**src/rtl/mdio_pkg.sv**
```systemverilog
package mdio_pkg;
  // access word layout (host-visible; polarity of the flag depends on the op)
  localparam int ACC_W    = 32;
  localparam int FLAG_BIT = 31;
  localparam int RAW      = 5;   // register-number width
  localparam int PAW      = 5;   // PHY-address width
  localparam int DW       = 16;  // data width
  localparam int REG_LSB  = 16;

  typedef enum logic {
    OP_READ  = 1'b0,
    OP_WRITE = 1'b1
  } mdio_op_e;
endpackage

```
**src/rtl/mdio_clk_div.sv**
```systemverilog
module mdio_clk_div #(
  parameter int HALF_CYC = 50
) (
  input  logic clk,
  input  logic rst,
  input  logic en,
  output logic mdc,
  output logic rise_tick,
  output logic fall_tick
);
  localparam int CW = (HALF_CYC > 1) ? $clog2(HALF_CYC) : 1;
  localparam logic [CW-1:0] LAST = CW'(HALF_CYC - 1);

  logic [CW-1:0] cnt;
  logic          wrap;

  always_ff @(posedge clk) begin
    if (rst || !en) begin
      cnt <= '0;
      mdc <= 1'b0;
    end else if (cnt == LAST) begin
      cnt <= '0;
      mdc <= ~mdc;
    end else begin
      cnt <= cnt + 1'b1;
    end
  end

  assign wrap      = en && (cnt == LAST);
  assign rise_tick = wrap && !mdc;
  assign fall_tick = wrap && mdc;


  mdc_idle_low_chk: assert property (@(posedge clk) disable iff (rst)
    !en |=> !mdc);

  mdc_rise_follows_chk: assert property (@(posedge clk) disable iff (rst)
    (en && rise_tick) |=> mdc);
endmodule

```
**src/rtl/mdio_frame_engine.sv**
```systemverilog
module mdio_frame_engine
  import mdio_pkg::*;
#(
  parameter int          PRE_BITS = 32,
  parameter logic [PAW-1:0] PHY_ADDR = 5'h01
) (
  input  logic           clk,
  input  logic           rst,
  input  logic           start,
  input  mdio_op_e       start_op,
  input  logic [RAW-1:0] start_reg,
  input  logic [DW-1:0]  start_data,
  input  logic           rise_tick,
  input  logic           fall_tick,
  input  logic           mdc,
  output logic           busy,
  output logic           done,
  output logic [DW-1:0]  cap_data,
  output logic           mdio_out,
  output logic           mdio_oe,
  input  logic           mdio_in
);
  localparam int FRAME_BITS = PRE_BITS + 2 + 2 + PAW + RAW + 2 + DW;
  localparam int TA_IDX     = PRE_BITS + 4 + PAW + RAW;
  localparam int DATA_IDX   = TA_IDX + 2;
  localparam int IW         = $clog2(FRAME_BITS);
  localparam logic [IW-1:0] LAST_IDX = IW'(FRAME_BITS - 1);

  logic [FRAME_BITS-1:0] shreg;
  logic [FRAME_BITS-1:0] frame_w;
  logic [IW-1:0]         bit_idx;
  logic                  is_read;
  logic                  wr_op;

  assign wr_op   = (start_op == OP_WRITE);
  assign frame_w = {{PRE_BITS{1'b1}}, 2'b01,
                    wr_op ? 2'b01 : 2'b10,
                    PHY_ADDR, start_reg,
                    wr_op ? 2'b10 : 2'b11,
                    wr_op ? start_data : {DW{1'b1}}};

  always_ff @(posedge clk) begin
    done <= 1'b0;
    if (rst) begin
      busy     <= 1'b0;
      is_read  <= 1'b0;
      bit_idx  <= '0;
      shreg    <= '1;
      mdio_oe  <= 1'b0;
      cap_data <= '0;
    end else if (!busy) begin
      if (start) begin
        busy    <= 1'b1;
        is_read <= !wr_op;
        bit_idx <= '0;
        shreg   <= frame_w;
        mdio_oe <= 1'b1;
      end
    end else begin
      if (rise_tick && is_read && int'(bit_idx) >= DATA_IDX)
        cap_data <= {cap_data[DW-2:0], mdio_in};
      if (fall_tick) begin
        if (bit_idx == LAST_IDX) begin
          busy    <= 1'b0;
          done    <= 1'b1;
          mdio_oe <= 1'b0;
        end else begin
          bit_idx <= bit_idx + 1'b1;
          shreg   <= {shreg[FRAME_BITS-2:0], 1'b1};
          mdio_oe <= !(is_read && (int'(bit_idx) + 1 >= TA_IDX));
        end
      end
    end
  end

  assign mdio_out = shreg[FRAME_BITS-1];


  preamble_ones_chk: assert property (@(posedge clk) disable iff (rst)
    (busy && int'(bit_idx) < PRE_BITS) |-> (mdio_out && mdio_oe));

  read_release_chk: assert property (@(posedge clk) disable iff (rst)
    (busy && is_read && int'(bit_idx) >= TA_IDX) |-> !mdio_oe);

  data_hold_chk: assert property (@(posedge clk) disable iff (rst)
    (busy && mdc && !fall_tick) |=> $stable(mdio_out));
endmodule

```
**src/rtl/mdio_access_reg.sv**
```systemverilog
module mdio_access_reg
  import mdio_pkg::*;
(
  input  logic             clk,
  input  logic             rst,
  input  logic             wr_en,
  input  logic [ACC_W-1:0] wr_data,
  output logic [ACC_W-1:0] rd_data,
  output logic             start,
  output mdio_op_e         start_op,
  output logic [RAW-1:0]   start_reg,
  output logic [DW-1:0]    start_data,
  input  logic             done,
  input  logic [DW-1:0]    cap_data
);
  localparam int PAD_W = FLAG_BIT - RAW - DW;

  logic           busy_q;
  logic           flag_q;
  mdio_op_e       op_q;
  logic [RAW-1:0] addr_q;
  logic [DW-1:0]  data_q;
  logic           unused_bits;

  assign unused_bits = ^wr_data[FLAG_BIT-1:REG_LSB+RAW];
  assign start       = wr_en && !busy_q;
  assign start_op    = mdio_op_e'(wr_data[FLAG_BIT]);
  assign start_reg   = wr_data[REG_LSB +: RAW];
  assign start_data  = wr_data[DW-1:0];

  always_ff @(posedge clk) begin
    if (rst) begin
      busy_q <= 1'b0;
      flag_q <= 1'b0;
      op_q   <= OP_READ;
      addr_q <= '0;
      data_q <= '0;
    end else if (start) begin
      busy_q <= 1'b1;
      op_q   <= start_op;
      flag_q <= wr_data[FLAG_BIT];
      addr_q <= start_reg;
      data_q <= start_data;
    end else if (done) begin
      busy_q <= 1'b0;
      if (op_q == OP_WRITE) begin
        flag_q <= 1'b0;
      end else begin
        flag_q <= 1'b1;
        data_q <= cap_data;
      end
    end
  end

  assign rd_data = {flag_q, {PAD_W{1'b0}}, addr_q, data_q};


  ignore_busy_chk: assert property (@(posedge clk) disable iff (rst)
    (busy_q && wr_en && !done) |=> ($stable(addr_q) && $stable(flag_q) && busy_q));

  write_clears_chk: assert property (@(posedge clk) disable iff (rst)
    (done && busy_q && op_q == OP_WRITE) |=> !flag_q);

  read_sets_chk: assert property (@(posedge clk) disable iff (rst)
    (done && busy_q && op_q == OP_READ) |=> flag_q);

  write_flag_up_chk: assert property (@(posedge clk) disable iff (rst)
    (start && wr_data[FLAG_BIT]) |=> (flag_q && busy_q));
endmodule

```
**src/rtl/mdio_bridge.sv**
```systemverilog
module mdio_bridge
  import mdio_pkg::*;
#(
  parameter int             CLK_HZ   = 250_000_000,
  parameter int             MDC_HZ   = 2_500_000,
  parameter int             HALF_CYC = (CLK_HZ + 2*MDC_HZ - 1) / (2*MDC_HZ),
  parameter int             PRE_BITS = 32,
  parameter logic [PAW-1:0] PHY_ADDR = 5'h01
) (
  input  logic             clk,
  input  logic             rst,
  input  logic             acc_wr_en,
  input  logic [ACC_W-1:0] acc_wr_data,
  output logic [ACC_W-1:0] acc_rd_data,
  output logic             mdc,
  output logic             mdio_out,
  output logic             mdio_oe,
  input  logic             mdio_in
);
  logic           start, busy, done, rise_tick, fall_tick;
  mdio_op_e       start_op;
  logic [RAW-1:0] start_reg;
  logic [DW-1:0]  start_data, cap_data;

  mdio_access_reg u_reg (
    .clk(clk), .rst(rst), .wr_en(acc_wr_en), .wr_data(acc_wr_data),
    .rd_data(acc_rd_data), .start(start), .start_op(start_op),
    .start_reg(start_reg), .start_data(start_data),
    .done(done), .cap_data(cap_data)
  );

  mdio_clk_div #(.HALF_CYC(HALF_CYC)) u_div (
    .clk(clk), .rst(rst), .en(busy), .mdc(mdc),
    .rise_tick(rise_tick), .fall_tick(fall_tick)
  );

  mdio_frame_engine #(.PRE_BITS(PRE_BITS), .PHY_ADDR(PHY_ADDR)) u_eng (
    .clk(clk), .rst(rst), .start(start), .start_op(start_op),
    .start_reg(start_reg), .start_data(start_data),
    .rise_tick(rise_tick), .fall_tick(fall_tick), .mdc(mdc),
    .busy(busy), .done(done), .cap_data(cap_data),
    .mdio_out(mdio_out), .mdio_oe(mdio_oe), .mdio_in(mdio_in)
  );
endmodule

```
**config.mk**
```make
export PLATFORM = sky130hd
export DESIGN_NAME = mdio_bridge
export DESIGN_NICKNAME = d
export VERILOG_FILES = /design/src/rtl/mdio_pkg.sv /design/src/rtl/mdio_clk_div.sv /design/src/rtl/mdio_frame_engine.sv /design/src/rtl/mdio_access_reg.sv /design/src/rtl/mdio_bridge.sv
export SDC_FILE = /design/constraint.sdc
export NUM_CORES = 1
export LEC_CHECK = 0
export BUFFER_PORTS_ARGS = -buffer_cell sky130_fd_sc_hd__clkbuf_2
export CORE_MARGIN = 2
export CORE_UTILIZATION = 58
export CTS_CLUSTER_DIAMETER = 40
export DETAILED_ROUTE_END_ITERATION = 7
export PLACE_DENSITY = 0.8
export SETUP_SLACK_MARGIN = 0.15
export SLEW_MARGIN = 20
export SYNTH_ARGS = -nofsm -noshare
export SYNTH_HDL_FRONTEND = slang
export SYNTH_HIERARCHICAL = 1
export SYNTH_SLANG_ARGS = --single-unit
```
**constraint.sdc**
```tcl
create_clock -name clk -period 2.6 [get_ports clk]
set_input_delay 0.52 -clock clk [delete_from_list [all_inputs] [get_ports clk]]
set_output_delay 0.52 -clock clk [all_outputs]
set_load 0.05 [all_outputs]
```
; Word-level counts from Yosys, hierarchy flattened
; Cells that the tools add are included.
[op_classes]
addsub = 3
n_lt_le_gt_ge = 2
n_eq_ne = 5
mux = 28
bitwise = 3
n_reduce_logical = 22
[op_table]
columns = cell, n
row1 = $mux W64, 4
row2 = $mux W16, 4
row3 = $ge A32 B7 Y1 const B, 1
row4 = $mux W6, 4
row5 = $mux W1, 15
row6 = $add A6 B1 Y6 const B, 2
row7 = $eq A6 B6 Y1 const B, 2
row8 = $reduce_and A2 Y1, 4
row9 = $add A6 B1 Y7 const B, 1
row10 = $logic_and A1 B1 Y1, 7
row11 = $ge A6 B6 Y1 const B, 1
row12 = $ne A2 B2 Y1 const B, 3
row13 = $logic_not A1 Y1, 5
row14 = $reduce_bool A2 Y1, 2
row15 = $not A1 Y1, 3
row16 = $reduce_and A3 Y1, 1
row17 = $reduce_or A3 Y1, 1
row18 = $mux W2, 1
row19 = $reduce_or A2 Y1, 1
row20 = $logic_or A1 B1 Y1, 1
[totals]
regBits = 121
input_bits = 36
elab_cells = 77

; Depth between registers and ports, before layout
[logic_depth]
ltp_word = 7
mapped_depth = 11

; Modules after synthesis
; Netlist, hierarchy kept.
[modules_own_cells]
columns = mod, n_inst, cells_each, area_each_um2, seq_area_each_um2
row1 = mdio_frame_engine, 1, 432, 3753.6, 1801.7
row2 = mdio_access_reg, 1, 162, 1345.0, 480.5
row3 = mdio_clk_div, 1, 36, 341.6, 140.1

; Worst setup path after synthesis
; No wires, ideal clock.
[synth_timing]
path_kind = flip-flop to flip-flop
startpoint = register u_div.mdc
endpoint = register u_eng.shreg[10]
arrival_ns = 1.860
required_ns = 2.480
setup_slack_ns = 0.620
path_stages_with_launch = 8
n_path_buf = 2
period_less_slack_ns = 1.980
cell_sequence = dfxtp_1 > and3_1 > nand2_2 > o21ba_1 > buf_6 > nor2_4 > buf_2 > a211o_1
[synth_via]
elab_chain_cells = 3
[synth_rtl]
columns = element, line_no
row1 = start: declaration, mdio_clk_div.sv:7  ; output logic mdc,
row2 = start signal: assignment, mdio_clk_div.sv:23  ; mdc <= ~mdc;
row3 = $logic_and A1 B1 Y1, mdio_clk_div.sv:31  ; assign fall_tick = wrap && mdc;
row4 = via fall_tick, mdio_bridge.sv:20  ; logic start, busy, done, rise_tick, fall_tick;
row5 = $ne A2 B2 Y1 (no line), -
row6 = $reduce_and A3 Y1 (no line), -
row7 = end signal: assignment, mdio_frame_engine.sv:56  ; shreg <= frame_w;
row8 = end signal: assignment, mdio_frame_engine.sv:69  ; shreg <= {shreg[FRAME_BITS-2:0], 1'b1};
row9 = end: declaration, mdio_frame_engine.sv:29  ; logic [FRAME_BITS-1:0] shreg;
; The timed path passes the listed nets, and every way through them passes these cells.
; A chain may end at the register's enable or synchronous reset.

; Worst setup path in the final report
[layout_timing]
startpoint = register u_div.cnt[0]
endpoint = register u_eng.bit_idx[3]
[layout_via]
elab_chain_cells = 5
[layout_rtl]
columns = element, line_no
row1 = start: declaration, mdio_clk_div.sv:14  ; logic [CW-1:0] cnt;
row2 = start signal: assignment, mdio_clk_div.sv:25  ; cnt <= cnt + 1'b1;
row3 = $eq A6 B6 Y1, mdio_clk_div.sv:29  ; assign wrap = en && (cnt == LAST);
row4 = $logic_and A1 B1 Y1, mdio_clk_div.sv:29
row5 = $logic_and A1 B1 Y1, mdio_clk_div.sv:31
row6 = via fall_tick, mdio_bridge.sv:20
row7 = $ne A2 B2 Y1 (no line), -
row8 = $reduce_and A3 Y1 (no line), -
row9 = end signal: assignment, mdio_frame_engine.sv:68  ; bit_idx <= bit_idx + 1'b1;
row10 = end: declaration, mdio_frame_engine.sv:31  ; logic [IW-1:0] bit_idx;
; The timed path passes the listed nets, and every way through them passes these cells.

==> flow_metrics.tcl <==
set metrics [dict create \
    clkTransAtPathRegs_ps 60 \
    synth-seq-cells 121 \
    grt_max_degree 46 \
    io_buffers 50 \
    dieArea_um2 10200 \
    fin_nets 676 \
    skew_ps 8.94 \
    setup_tns_ps 0 \
    ys_seq_area_share_pct 44.5 \
    num_vias 4526 \
    grt_usage_pct 24.6 \
    drive_gt1_share_pct 18.2 \
    clk_latency_ps 520 \
    p_total_mw 5.01 \
    synth_edf_count 0 \
    min_path_type "primary input to register" \
    ys_async_sr_fraction_pct 0 \
    setup_ws_ps 352 \
    clock.fmax_mhz 445 \
    place_congestion 0.842 \
    setup.worst_path.class "register to register" \
    cts.sinks 121 \
    irDropWorstVdd_mv 0.507 \
    cts_inserted_buffers 17 \
    antenna_cells 0 \
    endpoint_kind "register" \
    synth_top_family_by_area "compound AO/OA/AOI/OAI gates" \
    rsz0062_at_grt "false" \
    ys_types 49 \
    cpLargestDelayFamily "compound AO/OA/AOI/OAI gates" \
    cts_root_buffer "clkbuf_8" \
    cts_tree "yes" \
    required_ps 2990 \
    antenna_found_initial 0 \
    cts_setup_buffers 0 \
    fillers 719 \
    cp-start-kind "register" \
    rows 35 \
    slowest_delay_ps 400 \
    hold_viol_final 0 \
    finalSetupViolCount 0 \
    overflow 0 \
    p_leak_nw 2.39 \
    grt_pass1_wl_um 19700 \
    synth_area_um2 5440 \
    io-pin-count 71 \
    cp_cell_sequence "ha_1, inv_2, nor2_1, and3_1, nand2_2, o21ba_2, buf_4, mux2i_1, o21ai_0" \
    cts_resized 0 \
    vias_per_cell 5.96 \
    cts_hold_buf 0 \
    status "finished, final reports clean" \
    worstMarginPinSlew_ps 859 \
    slowest_stage "dfxtp_1" \
    path_buf_inv 2 \
    grt_pass1_vias 4229 \
    syn_area_per_cell_um2 8.64 \
    dieHeight_um 101 \
    yosys_most_used_dff "dfxtp_1" \
    routed_wl_um 12500 \
    fp.dieW_um 101 \
    synthCells 630 \
    dr.first_iter.drc_count 336 \
    dr.pass1.iters 5 \
    synth_fa_ha_area_share_pct 0.920 \
    dpl.hpwl_um 7380 \
    drc 0 \
    initial_utilization_pct 59.4 \
    core_um2 9150 \
    pre_cts_ws_ps 412 \
    antenna_left 0 \
    cp.arrival_ps 2640 \
    synth_xor_area_share_pct 0.805 \
    clock_path_buffers 2 \
    final_max_slew_viol_count 0 \
    pwr_density_cell_nw_per_um2 823 \
    htreeDepth 4 \
    cp_max_fo 35 \
    wl_per_cell_um 16.5 \
    synth.area.mux_share_pct 0.184 \
    drv_cap 0 \
    synth_compound_area_share_pct 22.7 \
    period_needed_ps 2250 \
    ys.warnings.count 6 \
    slew_headroom_pct 42.7 \
    area_growth_pct 12.0 \
    fin_crit_sh_pct 86.5 \
    yosys.area_share.simple_pct 20.1 \
]
-- logic make-up (layout without fill, tap and decap cells) --
kind of cell | after synthesis | count (layout)
XOR/XNOR | 5 | 5
buffers and inverters | 95 | 104
AND/OR/NAND/NOR | 233 | 233
multiplexers | 1 | 1
flip-flops | 121 | 121
other | 1 | 10
adder cells (fa/ha/maj) | 4 | 4
AO/OA/AOI/OAI | 170 | 170
-- worst min-delay path, cell delays in order --
cell	delay (ps)
clkbuf_2	80
nand2_1	50
a21oi_1	50
-- cell type report --
cell class | instances | area (um^2) | area share [%]
clock buffer | 18 | 428 | 7.02
tap | 111 | 139 | 2.28
clock inverter | 13 | 218 | 3.57
multi-input combinational | 423 | 2480 | 40.7
inverter | 6 | 22.5 | 0.370
timing repair buffer | 67 | 380 | 6.24
sequential | 121 | 2420 | 39.8
-- per-layer routing --
metal	share of wire, %	GRT usage (%)	wire [um]
met2	50	41.7	6220
met5	0	0	0
met4	2.0	11.6	244
met3	7.1	7.14	888
met1	41	28.6	5160
-- synth_stat cells, types with 3 or more instances --
cell	number	area [um^2]
o21bai_1	43	323
nand2b_1	7	43.8
buf_4	41	308
dfxtp_1	121	2420
o21ai_1	3	15.0
and2_1	6	37.5
and3_1	3	18.8
o21ai_0	8	40.0
nor3_1	62	310
a221oi_1	5	43.8
a311oi_2	10	150
a211o_1	17	149
o22ai_1	15	93.8
a21oi_1	48	240
a221o_1	5	50.1
nor2b_1	4	25.0
buf_6	7	78.8
a311oi_1	7	61.3
buf_2	17	85.1
nand2_1	84	315
clkbuf_1	23	86.3
nor2_1	45	169
xnor2_1	3	26.3
ha_1	4	50.1
nand3_1	8	40.0
inv_1	4	15.0
a31oi_1	3	18.8
-- through the flow --
stage	hold WS (ps)	instance area (um^2)	util, %	cells
floorplan	430	5470	-	639
global route	237	6090	66.6	759
finish	238	6090	66.6	759
detailed placement	445	5450	59.5	728
global placement	440	5450	59.5	728
CTS	215	6090	66.6	759
-- power by group --
part           switching [mW]  internal [mW]  leakage, nW
Clock                   0.866           1.68        0.308
Combinational           0.345          0.149         1.10
Sequential             0.0416           1.93        0.988
-- final timing paths --
path,cells after the start,slack (ps),endpoint,start
hold / removal,3,240,u_eng/cap_data[0]$_SDFFE_PP0P_,mdio_in
setup reg to reg,9,350,u_eng/bit_idx[3]$_SDFFE_PP0P_,u_div/cnt[0]$_SDFF_PP0_
hold reg to reg,1,450,u_eng/shreg[15]$_SDFFE_PP1P_,u_eng/shreg[15]$_SDFFE_PP1P_
setup / recovery,9,350,u_eng/bit_idx[3]$_SDFFE_PP0P_,u_div/cnt[0]$_SDFF_PP0_
-- registers in the layout (all words and copies together) (netlist names) --
signal	flops
u_eng/shreg	64
u_eng/cap_data	16
u_reg/data_q	16
u_div/cnt	6
u_eng/bit_idx	6
u_reg/addr_q	5
u_div/mdc	1
u_eng/busy	1
u_eng/done	1
u_eng/is_read	1
u_eng/mdio_oe	1
u_reg/busy_q	1
u_reg/flag_q	1
u_reg/op_q	1
-- cell usage in the layout, fill, tap and decap left out, types with 10 or more instances in the layout --
master / instances
nor3_1: 62
buf_4: 18
o21bai_1: 42
conb_1: 10
nor2_1: 45
clkbuf_2: 49
nand2_1: 84
dfxtp_1: 121
a21oi_1: 48
clkbuf_16: 16
a311oi_2: 10
o22ai_1: 15
a211o_1: 17
Note: power is estimated with default switching activity, not from simulation.
